## config.mk

```make
export PLATFORM = sky130hd
export DESIGN_NAME = ide_bm_status_regs
export DESIGN_NICKNAME = d
export VERILOG_FILES = /design/src/rtl/ide_bm_pkg.sv /design/src/rtl/ide_irq_edge_fsm.sv /design/src/rtl/ide_status_byte.sv /design/src/rtl/ide_prd_base_reg.sv /design/src/rtl/ide_bm_status_regs.sv
export SDC_FILE = /design/constraint.sdc
export NUM_CORES = 1
export LEC_CHECK = 0
export BUFFER_PORTS_ARGS = -buffer_cell sky130_fd_sc_hd__buf_4
export CAP_MARGIN = 20
export CORE_ASPECT_RATIO = 2
export CORE_MARGIN = 2
export CORE_UTILIZATION = 38
export DETAILED_ROUTE_END_ITERATION = 7
export PLACE_DENSITY = 0.84
export SLEW_MARGIN = 10
export SYNTH_ARGS = -nofsm -noshare
export SYNTH_HDL_FRONTEND = slang
export SYNTH_SLANG_ARGS = --single-unit
```

## constraint.sdc

```tcl
create_clock -name clk -period 0.8 [get_ports clk]
set_input_delay 0.08 -clock clk [delete_from_list [all_inputs] [get_ports clk]]
set_output_delay 0.08 -clock clk [all_outputs]
set_load 0.005 [all_outputs]
```

## src/rtl/ide_bm_pkg.sv

```systemverilog
package ide_bm_pkg;
    localparam int ADDR_W      = 2;
    localparam int DATA_W      = 32;
    localparam int BE_W        = DATA_W / 8;
    localparam int STATUS_IDX  = 2;
    localparam int BASE_IDX    = 3;
    localparam int STATUS_LANE = 2;
    localparam int SB_ACTIVE   = 0;
    localparam int SB_ERR      = 1;
    localparam int SB_IRQ      = 2;
    localparam int SB_DMA0     = 5;
    localparam int SB_DMA1     = 6;
    localparam int SB_SIMPLEX  = 7;
    localparam int SYNC_STAGES = 2;

    typedef enum logic {
        EDGE_LOW  = 1'b0,
        EDGE_HIGH = 1'b1
    } edge_state_t;
endpackage

```

## src/rtl/ide_irq_edge_fsm.sv

```systemverilog
module ide_irq_edge_fsm
    import ide_bm_pkg::*;
(
    input  logic clk,
    input  logic rst_n,
    input  logic line_async,
    output logic rise_pulse
);
    logic [SYNC_STAGES-1:0] sync_q;
    logic                   line_s;
    edge_state_t            state_q, state_d;

    always_ff @(posedge clk or negedge rst_n) begin
        if (!rst_n) sync_q <= '0;
        else        sync_q <= {sync_q[SYNC_STAGES-2:0], line_async};
    end
    assign line_s = sync_q[SYNC_STAGES-1];

    always_ff @(posedge clk or negedge rst_n) begin
        if (!rst_n) state_q <= EDGE_LOW;
        else        state_q <= state_d;
    end

    always_comb begin
        state_d    = state_q;
        rise_pulse = 1'b0;
        unique case (state_q)
            EDGE_LOW: begin
                if (line_s) begin
                    state_d    = EDGE_HIGH;
                    rise_pulse = 1'b1;
                end
            end
            EDGE_HIGH: begin
                if (!line_s) state_d = EDGE_LOW;
            end
        endcase
    end

    // a rise is reported once per high level
    a_r4_single_pulse: assert property (@(posedge clk) disable iff (!rst_n)
        rise_pulse |=> !rise_pulse);
endmodule

```

## src/rtl/ide_status_byte.sv

```systemverilog
module ide_status_byte
    import ide_bm_pkg::*;
(
    input  logic       clk,
    input  logic       rst_n,
    input  logic       wr_lane,
    input  logic       wr_err_clr,
    input  logic       wr_irq_clr,
    input  logic [1:0] wr_dma,
    input  logic       hw_err_set,
    input  logic       hw_irq_set,
    input  logic       engine_active,
    input  logic       simplex_strap,
    output logic [7:0] status,
    output logic [1:0] dma_capable
);
    logic       err_q, irq_q;
    logic [1:0] dma_q;

    // a hardware set wins over a same-edge clear
    always_ff @(posedge clk or negedge rst_n) begin
        if (!rst_n) begin
            err_q <= 1'b0;
            irq_q <= 1'b0;
            dma_q <= '0;
        end else begin
            if (hw_err_set)                  err_q <= 1'b1;
            else if (wr_lane && wr_err_clr)  err_q <= 1'b0;
            if (hw_irq_set)                  irq_q <= 1'b1;
            else if (wr_lane && wr_irq_clr)  irq_q <= 1'b0;
            if (wr_lane)                     dma_q <= wr_dma;
        end
    end

    always_comb begin
        status             = '0;
        status[SB_ACTIVE]  = engine_active;
        status[SB_ERR]     = err_q;
        status[SB_IRQ]     = irq_q;
        status[SB_DMA0]    = dma_q[0];
        status[SB_DMA1]    = dma_q[1];
        status[SB_SIMPLEX] = simplex_strap;
    end
    assign dma_capable = dma_q;

    a_r3_err_set: assert property (@(posedge clk) disable iff (!rst_n)
        hw_err_set |=> err_q);
    a_r5_irq_set_wins: assert property (@(posedge clk) disable iff (!rst_n)
        hw_irq_set |=> irq_q);
    a_r7_dma_hold: assert property (@(posedge clk) disable iff (!rst_n)
        !wr_lane |=> $stable(dma_q));
    a_r11_irq_no_clear: assert property (@(posedge clk) disable iff (!rst_n)
        (!wr_lane && irq_q) |=> irq_q);
endmodule

```

## src/rtl/ide_prd_base_reg.sv

```systemverilog
module ide_prd_base_reg
    import ide_bm_pkg::*;
(
    input  logic              clk,
    input  logic              rst_n,
    input  logic              wr_en,
    input  logic [BE_W-1:0]   be,
    input  logic [DATA_W-1:2] wdata,
    output logic [DATA_W-1:0] base
);
    logic [DATA_W-1:2] base_q;

    always_ff @(posedge clk or negedge rst_n) begin
        if (!rst_n) begin
            base_q <= '0;
        end else if (wr_en) begin
            if (be[0]) base_q[7:2] <= wdata[7:2];
            for (int b = 1; b < BE_W; b++)
                if (be[b]) base_q[b*8 +: 8] <= wdata[b*8 +: 8];
        end
    end
    assign base = {base_q, 2'b00};

    a_r9_base_hold: assert property (@(posedge clk) disable iff (!rst_n)
        !wr_en |=> $stable(base_q));
endmodule

```

## src/rtl/ide_bm_status_regs.sv

```systemverilog
module ide_bm_status_regs
    import ide_bm_pkg::*;
(
    input  logic              clk,
    input  logic              rst_n,
    input  logic [ADDR_W-1:0] bus_word_addr,
    input  logic              bus_wr,
    input  logic [BE_W-1:0]   bus_be,
    input  logic [DATA_W-1:0] bus_wdata,
    output logic [DATA_W-1:0] bus_rdata,
    input  logic              engine_active,
    input  logic              error_pulse,
    input  logic              drive_irq,
    input  logic              simplex_strap,
    output logic [DATA_W-1:0] prd_base,
    output logic [1:0]        dma_capable
);
    localparam int LANE_LSB = STATUS_LANE * 8;

    logic       hit_status, hit_base, wr_lane, irq_rise;
    logic [7:0] status, wlane;

    assign hit_status = (bus_word_addr == ADDR_W'(STATUS_IDX));
    assign hit_base   = (bus_word_addr == ADDR_W'(BASE_IDX));
    assign wr_lane    = bus_wr && hit_status && bus_be[STATUS_LANE];
    assign wlane      = bus_wdata[LANE_LSB +: 8];

    ide_irq_edge_fsm u_edge (
        .clk        (clk),
        .rst_n      (rst_n),
        .line_async (drive_irq),
        .rise_pulse (irq_rise)
    );

    ide_status_byte u_status (
        .clk           (clk),
        .rst_n         (rst_n),
        .wr_lane       (wr_lane),
        .wr_err_clr    (wlane[SB_ERR]),
        .wr_irq_clr    (wlane[SB_IRQ]),
        .wr_dma        ({wlane[SB_DMA1], wlane[SB_DMA0]}),
        .hw_err_set    (error_pulse),
        .hw_irq_set    (irq_rise),
        .engine_active (engine_active),
        .simplex_strap (simplex_strap),
        .status        (status),
        .dma_capable   (dma_capable)
    );

    ide_prd_base_reg u_base (
        .clk   (clk),
        .rst_n (rst_n),
        .wr_en (bus_wr && hit_base),
        .be    (bus_be),
        .wdata (bus_wdata[DATA_W-1:2]),
        .base  (prd_base)
    );

    always_comb begin
        bus_rdata = '0;
        if (hit_status)    bus_rdata[LANE_LSB +: 8] = status;
        else if (hit_base) bus_rdata = prd_base;
    end

    a_r2_active_live: assert property (@(posedge clk) disable iff (!rst_n)
        hit_status |-> (bus_rdata[LANE_LSB + SB_ACTIVE] == engine_active));
    a_r8_simplex_live: assert property (@(posedge clk) disable iff (!rst_n)
        hit_status |-> (bus_rdata[LANE_LSB + SB_SIMPLEX] == simplex_strap));
    a_r6_reserved_zero: assert property (@(posedge clk) disable iff (!rst_n)
        hit_status |-> (bus_rdata[LANE_LSB + 4 : LANE_LSB + 3] == 2'b00));
    a_r10_unmapped_zero: assert property (@(posedge clk) disable iff (!rst_n)
        (!hit_status && !hit_base) |-> (bus_rdata == '0));
endmodule

```

== Word level (Yosys, flattened, before mapping) ==
Cells that the tools add are included.

* Flip-flop bits (word level): 37
* Input bits: 45
* Output and inout port bits: 66
* Word-level logic and storage cells: 32

* Eq/ne operators: 2
* Muxes and demuxes: 10
* Reductions and logical operators: 11

{| class="wikitable"
|+ Operators by type and width
! operator !! number
|-
| $mux 32 || 1
|-
| $mux 16 || 1
|-
| $mux 8 || 2
|-
| $reduce_and 2->1 || 4
|-
| $mux 1 || 6
|-
| $logic_and 1x1->1 || 5
|-
| $eq 2x2->1 const B || 2
|-
| $reduce_bool 2->1 || 2
|}

== Depth between registers and ports, before layout ==
Gate-level depths: netlist of run 1.

* Word-level depth: 6
* Mapped depth: 4
* Depth with buffers taken out: 2

== By module ==
From an unflattened synthesis of run 1, not the netlist that was laid out.

* Cell total of the unflattened synthesis: 139
* Area total of the unflattened synthesis: 1788.0 µm²

{| class="wikitable"
|+ By module, submodules not included
! module !! times used !! cells an instance !! area an instance (µm²)
|-
| ide_prd_base_reg || 1 || 67 || 1129.8
|-
| ide_bm_status_regs || 1 || 49 || 360.3
|-
| ide_status_byte || 1 || 19 || 209.0
|-
| ide_irq_edge_fsm || 1 || 4 || 88.8
|}

== Worst setup path after synthesis of run 1 ==
OpenSTA, ideal clock, no wires.

* Path kind: input to register
* Start: input bus_word_addr[0]
* End: register u_base.base_q[2] (netlist bit)
* Arrival time: 0.787 ns
* Required time: 0.675 ns
* Path slack: -0.112 ns
* Stages on the path: 3
* Buffers on the path: 1
* Path through: buf_4 > nand4_1 > mux2_2

* Word-level cells in the longest chain between the ends: 3

{| class="wikitable"
|+ Ends and longest elaborated chain
! element !! RTL line !! RTL
|-
| start, declared || ide_bm_status_regs.sv:6 || <nowiki>input logic [ADDR_W-1:0] bus_word_addr,</nowiki>
|-
| $eq 2x2->1 || ide_bm_status_regs.sv:24 || <nowiki>assign hit_base = (bus_word_addr == ADDR_W'(BASE_IDX));</nowiki>
|-
| $logic_and 1x1->1 || ide_bm_status_regs.sv:53 || <nowiki>.wr_en (bus_wr && hit_base),</nowiki>
|-
| $reduce_and 2->1 (no line) || - ||
|-
| end signal, assigned by index || ide_prd_base_reg.sv:19 || <nowiki>if (be[b]) base_q[b*8 +: 8] <= wdata[b*8 +: 8];</nowiki>
|-
| end, declared || ide_prd_base_reg.sv:11 || <nowiki>logic [DATA_W-1:2] base_q;</nowiki>
|}

Every way passes these cells.
A chain may end at the register's enable or synchronous reset.

== Worst setup path after layout of run 1 ==
* Start: register u_base.base_q[16] (netlist bit)
* End: output bus_rdata[16]

* Word-level cells in the longest chain between the ends: 2

{| class="wikitable"
|+ Ends and longest elaborated chain
! element !! RTL line !! RTL
|-
| $mux 32 || ide_bm_status_regs.sv:62 || <nowiki>else if (hit_base) bus_rdata = prd_base;</nowiki>
|-
| $mux 8 || ide_bm_status_regs.sv:61 || <nowiki>if (hit_status) bus_rdata[LANE_LSB +: 8] = status;</nowiki>
|-
| end, declared || ide_bm_status_regs.sv:10 || <nowiki>output logic [DATA_W-1:0] bus_rdata,</nowiki>
|}

Every way passes these cells.

==> run_results.csv, run 1 <==
group,metric,value,unit
grt,grt.total_usage,0.215,
logic_synthesis,syn-cell-area,0.00169,mm^2
cells_and_area,mostFrequentLayoutCell,"buf_4",
setup_path,regToRegStartpoint,"u_status.irq_q",
routing,first_pass_iters,4,
cells_and_area,fill_cells,262,
setup_path,crit_family,"flip-flops",
hold_path,min-delay-start,"bus_wdata[9]",
sta,setup_viol,86,
setup_path,critPathSlowestCell,"dfrtp_1",
setup_path,worstReg2RegEnd,"u_status.irq_q",
logic_synthesis,ys_ff_latch,37,
setup_path,worst-path-buf-inv,1,
flow_run,cap_violations,0,
cells_and_area,synthToLayoutAreaGrowth,90.9,%
routing,totalWireLength,5730,um
routing,routedWlPerCell,17.8,um
status,outcome,"complete, but fails checks",
pwr,power.density,2040,mW/mm^2
sta,fmax,891,MHz
routing,vias,1584,
placement,io_buffers,104,
pwr,peakVddDrop,0.00153,V
setup_path,end_kind,"output pin",
sta,rsz0062_at_grt,"yes",
clock_network,clock-sinks,37,
clock_network,cts_buffers,5,
grt,grt_pass1_vias,1646,
grt,antenna_found_initial,0,
status,violations,"negative setup slack",
cells_and_area,postLayoutCoreUtil,0.753,
grt,grt_pass1_wl,8050,um
hold_path,hold_depth,2,
sta,drv_slew,0,
floorplan,die-area,0.00504,mm^2
hold_path,worstHoldEndpoint,"u_base.base_q[9]",
setup_path,start_kind,"flop",
grt,grt_max_degree,38,
routing,initialDrtViolationCount,36,
logic_synthesis,seq_area_frac_synth,0.547,
clock_network,htreeDepth,2,
routing,drc_errors,0,
sta,post-route-min-period,1120,ps
sta,worst_slack,-322,ps
floorplan,io_pins,111,
placement,hpwl,3540,um
clock_network,root_buffer,"clkbuf_8",
clock_network,cts_tree,"done",
logic_synthesis,avgSynthCellArea,13.2,um^2
setup_path,slowest_delay,420,ps
setup_path,rr_worst_depth,3,
cells_and_area,layout_common_cells,"buf_4, buf_6, dfrtp_1, mux2_4, and3_1",
setup_path,cp.required,720,ps
cells_and_area,drive_above_1_share,0.689,
routing,ant_nets,0,
grt,grt_overflow_total,0,
floorplan,core_area,0.00430,mm^2
logic_synthesis,synth_warnings,0,
sta,hold_violations,0,
setup_path,cp.arrival,1040,ps
floorplan,std_cell_rows,34,
setup_path,worstSetupPathType,"flop to output pin",
floorplan,start_util,0.394,
cells_and_area,antennaDiodeCount,0,
sta,fin_skew,7.18,ps
clock_network,insertion_delay,280,ps
sta,period_share,1.40,
setup_path,r2r_setup_slack,-190,ps
cells_and_area,nets,313,
setup_path,path_cells,"mux2i_1 -> nor2b_1 -> buf_4",
hold_path,hold_path.class,"primary input to flop",
routing,vias_per_cell,4.93,
placement,place.gp.congestion,0.801,
logic_synthesis,synthDistinctLibCells,16,
clock_network,clkTransAtPathRegs,70,ps
floorplan,fp.dieH,98.4,um
pwr,p_leak,1.75,nW
logic_synthesis,syn_inst,128,
clock_network,clockBufferDepth,2,
setup_path,path_max_fanout,2,
floorplan,dieWidth,51.2,um
pwr,p_total,6.61,mW
==> Yosys cell counts <==
master    instances  share of area
o22a_1            1         0.0052
inv_1             1         0.0022
and3_1           24          0.089
mux2i_1           6          0.035
nand4_2           3          0.022
nand4b_1          1         0.0052
buf_2             1         0.0030
nand4_1           1         0.0037
clkbuf_1          5          0.011
nand2b_1          1         0.0037
buf_4             6          0.027
nor2b_1           7          0.026
a221o_1           1         0.0059
dfrtp_1          37           0.55
mux2_2           32           0.21
conb_1            1         0.0022
==> final cells by class <==
type                            instances  area, um^2  share of cell area
Timing Repair Buffer                  142        1320               0.407
Tap cell                               54        67.6              0.0209
Inverter                                1        3.75             0.00116
Multi-Input combinational cell         81         848               0.262
Sequential cell                        37         926               0.286
Clock inverter                          1        5.00             0.00155
Clock buffer                            5        68.8              0.0213
==> worst max-delay path by stage <==
| stage | start | end | slack (ps) | cells after the start |
|---|---|---|---|---|
| 3_5_place_dp | bus_word_addr[0] | u_status.irq_q | -250 | 3 |
| 5_1_grt | u_base.base_q[17] | bus_rdata[17] | -390 | 3 |
| 4_1_cts | u_base.base_q[16] | bus_rdata[16] | -290 | 3 |
| 2_1_floorplan | bus_word_addr[1] | u_base.base_q[2] | -100 | 3 |
| 6_report | u_base.base_q[16] | bus_rdata[16] | -320 | 3 |
| 3_3_place_gp | bus_word_addr[0] | u_status.irq_q | -210 | 3 |
==> kinds of logic after synthesis <==
family                 count (synthesis)  share of synthesized area
multiplexers                          38                      0.248
AND/OR/NAND/NOR                       37                      0.149
flip-flops                            37                      0.547
buffers and inverters                 13                     0.0428
AO/OA/AOI/OAI                          2                     0.0111
other                                  1                    0.00221
==> repair_timing <==
action	CTS	global route
hold buffers	2	0
pin swaps	8	6
buffers inserted	20	9
gates cloned	0	0
endpoints found under the hold margin	38	0
endpoints found under the setup margin	64	91
gates resized for setup	61	36
==> sequential cells by signal (all words and copies together) (netlist names) <==
name and flops:
u_edge.sync_q 2, u_edge.state_q 1, u_base.base_q 30, u_status.irq_q 1, u_status.err_q 1, u_status.dma_capable 2
==> stage by stage <==
step           setup WS [ps]  hold slack (ps)  instances  setup TNS (ps)  area [um^2]
6_report                -322             25.4        321          -15150         3230
2_1_floorplan          -98.7             -216        131           -1450         1720
3_3_place_gp            -215             59.1        284           -6740         2540
4_1_cts                 -286             20.6        312          -14150         3010
5_1_grt                 -389             17.4        321          -17460         3230
3_5_place_dp            -254             66.0        284           -7650         2540
==> metal layers <==
layer  vias up  GRT usage  part of all wire
li1        722          -                 -
met1       775      0.224              0.36
met2        76      0.398              0.56
met3        11     0.0409             0.060
met4         0     0.0951             0.022
met5         -          0                 0
==> power breakdown <==
part / leakage (nW) / internal (mW) / switching, mW
combinational: 1.28 / 2.04 / 0.821
sequential: 0.437 / 2.24 / 0.331
clock: 0.0399 / 0.573 / 0.606
==> worst reg2reg max path: stages, from the launching register on <==
cell     delay [ps]
dfrtp_1         390
buf_6           120
nor2b_4         110
a221o_1         260
Note: power is estimated with default switching activity, not from simulation.
==> inputs of run 2 (changes only) <==
--- a/config.mk
+++ b/config.mk
@@ -11,6 +11,7 @@
 export CORE_MARGIN = 2
 export CORE_UTILIZATION = 38
 export DETAILED_ROUTE_END_ITERATION = 7
+export MAX_ROUTING_LAYER = met4
 export PLACE_DENSITY = 0.84
 export SLEW_MARGIN = 10
 export SYNTH_ARGS = -nofsm -noshare
==> constraint.sdc (replaced) <==
create_clock -name clk -period 0.95 [get_ports clk]
set_input_delay 0.095 -clock clk [delete_from_list [all_inputs] [get_ports clk]]
set_output_delay 0.095 -clock clk [all_outputs]
set_load 0.005 [all_outputs]
==> run_results.csv, run 2 (same netlist as run 1, synthesis figures left out) <==
group,metric,value,unit
pwr,p_leak,1.58,nW
sta,hold_violations,0,
routing,drc_errors,0,
status,outcome,"complete, but fails checks",
grt,grt_pass1_vias,1578,
clock_network,clkTransAtPathRegs,70,ps
clock_network,clock-sinks,37,
status,violations,"negative setup slack",
cells_and_area,drive_above_1_share,0.676,
floorplan,die-area,0.00504,mm^2
routing,ant_nets,0,
pwr,power_switching_share,0.257,
grt,grt_max_degree,38,
routing,vias,1546,
grt,grt.total_usage,0.199,
routing,initialDrtViolationCount,16,
clock_network,cts_buffers,5,
pwr,pwr-share-clk,0.209,
floorplan,dieWidth,51.2,um
setup_path,critPathSlowestCell,"dfrtp_1",
sta,rsz0062_at_grt,"yes",
pwr,peakVddDrop,0.00161,V
floorplan,core_area,0.00430,mm^2
sta,fmax,862,MHz
setup_path,cp.required,850,ps
floorplan,io_pins,111,
setup_path,slowest_delay,400,ps
flow_run,cap_violations,0,
clock_network,cts_tree,"done",
pwr,p_int,3.84,mW
sta,post-route-min-period,1160,ps
placement,place.gp.congestion,0.753,
floorplan,std_cell_rows,34,
routing,routedWlPerCell,15.9,um
cells_and_area,largest_register_ffs,30,
placement,hpwl,3540,um
cells_and_area,nets,307,
routing,first_pass_iters,4,
routing,vias_per_cell,4.89,
setup_path,cp.arrival,1060,ps
setup_path,path_max_fanout,2,
clock_network,insertion_delay,270,ps
clock_network,htreeDepth,2,
grt,antenna_found_initial,0,
cells_and_area,layout_common_cells,"buf_4, buf_6, dfrtp_1, mux2_2, and3_1",
pwr,pwr-share-comb,0.382,
sta,worst_slack,-210,ps
grt,grt_overflow_total,0,
setup_path,crit_start,"u_status.dma_capable[0]",
cells_and_area,antennaDiodeCount,0,
floorplan,fp.dieH,98.4,um
pwr,power.density,1730,mW/mm^2
sta,period_share,1.22,
setup_path,worstSetupPathType,"flop to output pin",
setup_path,end_kind,"output pin",
sta,drv_slew,0,
sta,setup-tns-final,-4290,ps
sta,setup_viol,53,
cells_and_area,synthToLayoutAreaGrowth,75.8,%
cells_and_area,fill_cells,344,
hold_path,min-delay-start,"bus_wdata[29]",
pwr,pwr-share-seq,0.409,
grt,grt_pass1_wl,7270,um
sta,fin_skew,1.82,ps
clock_network,root_buffer,"clkbuf_8",
floorplan,start_util,0.394,
setup_path,regToRegStartpoint,"u_base.base_q[17]",
cells_and_area,regMostFlops,"u_base.base_q",
cells_and_area,postLayoutCoreUtil,0.693,
routing,totalWireLength,5020,um
setup_path,start_kind,"flop",
cells_and_area,mostFrequentLayoutCell,"buf_4",
clock_network,clockBufferDepth,2,
setup_path,path_cells,"mux2i_1 -> nor2b_1 -> buf_4",
hold_path,hold_path.class,"primary input to flop",
placement,io_buffers,104,
pwr,p_sw,1.32,mW
==> run 2: cell types whose count changed in the layout (fill, tap and decap cells not counted), sizes merged <==
cell | previous run | this run
clkbuf | 5 | 7
clkinv | 1 | 0
buf | 140 | 134
==> run 2: metrics by stage <==
step	hold slack [ps]	std cells	total power [mW]	worst slack [ps]	area, um^2
6_report	46.9	316	5.16	-210	2980
5_1_grt	36.4	316	5.40	-281	2980
4_1_cts	36.4	312	4.86	-162	2800
3_5_place_dp	88.4	284	3.50	-101	2540
3_3_place_gp	83.7	284	3.45	-83.4	2540
2_1_floorplan	-201	131	2.59	23.0	1710
==> run 2: final cells by class <==
| cell class | instances | area [um^2] | area share |
|---|---|---|---|
| timing repair buffer | 136 | 1180 | 0.395 |
| sequential | 37 | 926 | 0.311 |
| multi-input combinational | 81 | 719 | 0.241 |
| clock buffer | 7 | 86.3 | 0.0290 |
| tap | 54 | 67.6 | 0.0227 |
| inverter | 1 | 3.75 | 0.00126 |
==> run 2: routing by layer <==
metal	vias up	routed length, um	GRT usage	part of all wire
met4	0	165	0.107	0.033
met2	59	2950	0.363	0.59
met1	756	1690	0.188	0.34
met5	-	0	-	0
met3	15	208	0.0348	0.041
li1	716	-	-	-
==> run 2: path summary, 6_finish.rpt <==
path,slack [ps],endpoint,cells after the start
min reg2reg,350,u_edge.sync_q[1],0
min,50,u_base.base_q[29],2
max in group asynchronous,280,u_base.base_q[14],2
max reg2reg,-50,u_base.base_q[17],3
max,-210,bus_rdata[21],3
min in group asynchronous,320,u_base.base_q[26],2
==> run 2: critical path, delay by kind of cell (launching register included) <==
kind | cells | cell delay, ps
flip-flops | 1 | 400
multiplexers | 1 | 180
buffers and inverters | 1 | 130
AND/OR/NAND/NOR | 1 | 70
==> run 2: power by group through the flow <==
stage / Combinational, mW / Clock, mW / Sequential (mW)
2_1_floorplan: 0.465 / 0 / 2.12
6_report: 1.97 / 1.08 / 2.11
5_1_grt: 2.10 / 1.16 / 2.14
3_3_place_gp: 1.32 / 0 / 2.13
3_5_place_dp: 1.35 / 0 / 2.15
4_1_cts: 1.67 / 1.12 / 2.08
==> run 2: what timing repair did <==
item / CTS / global route
endpoints found under the setup margin: 30 / 51
gates cloned: 0 / 0
hold endpoints to repair: 38 / 0
resized for setup: 4 / 39
pin swaps: 4 / 5
buffers inserted: 19 / 4
hold buffers: 2 / 0
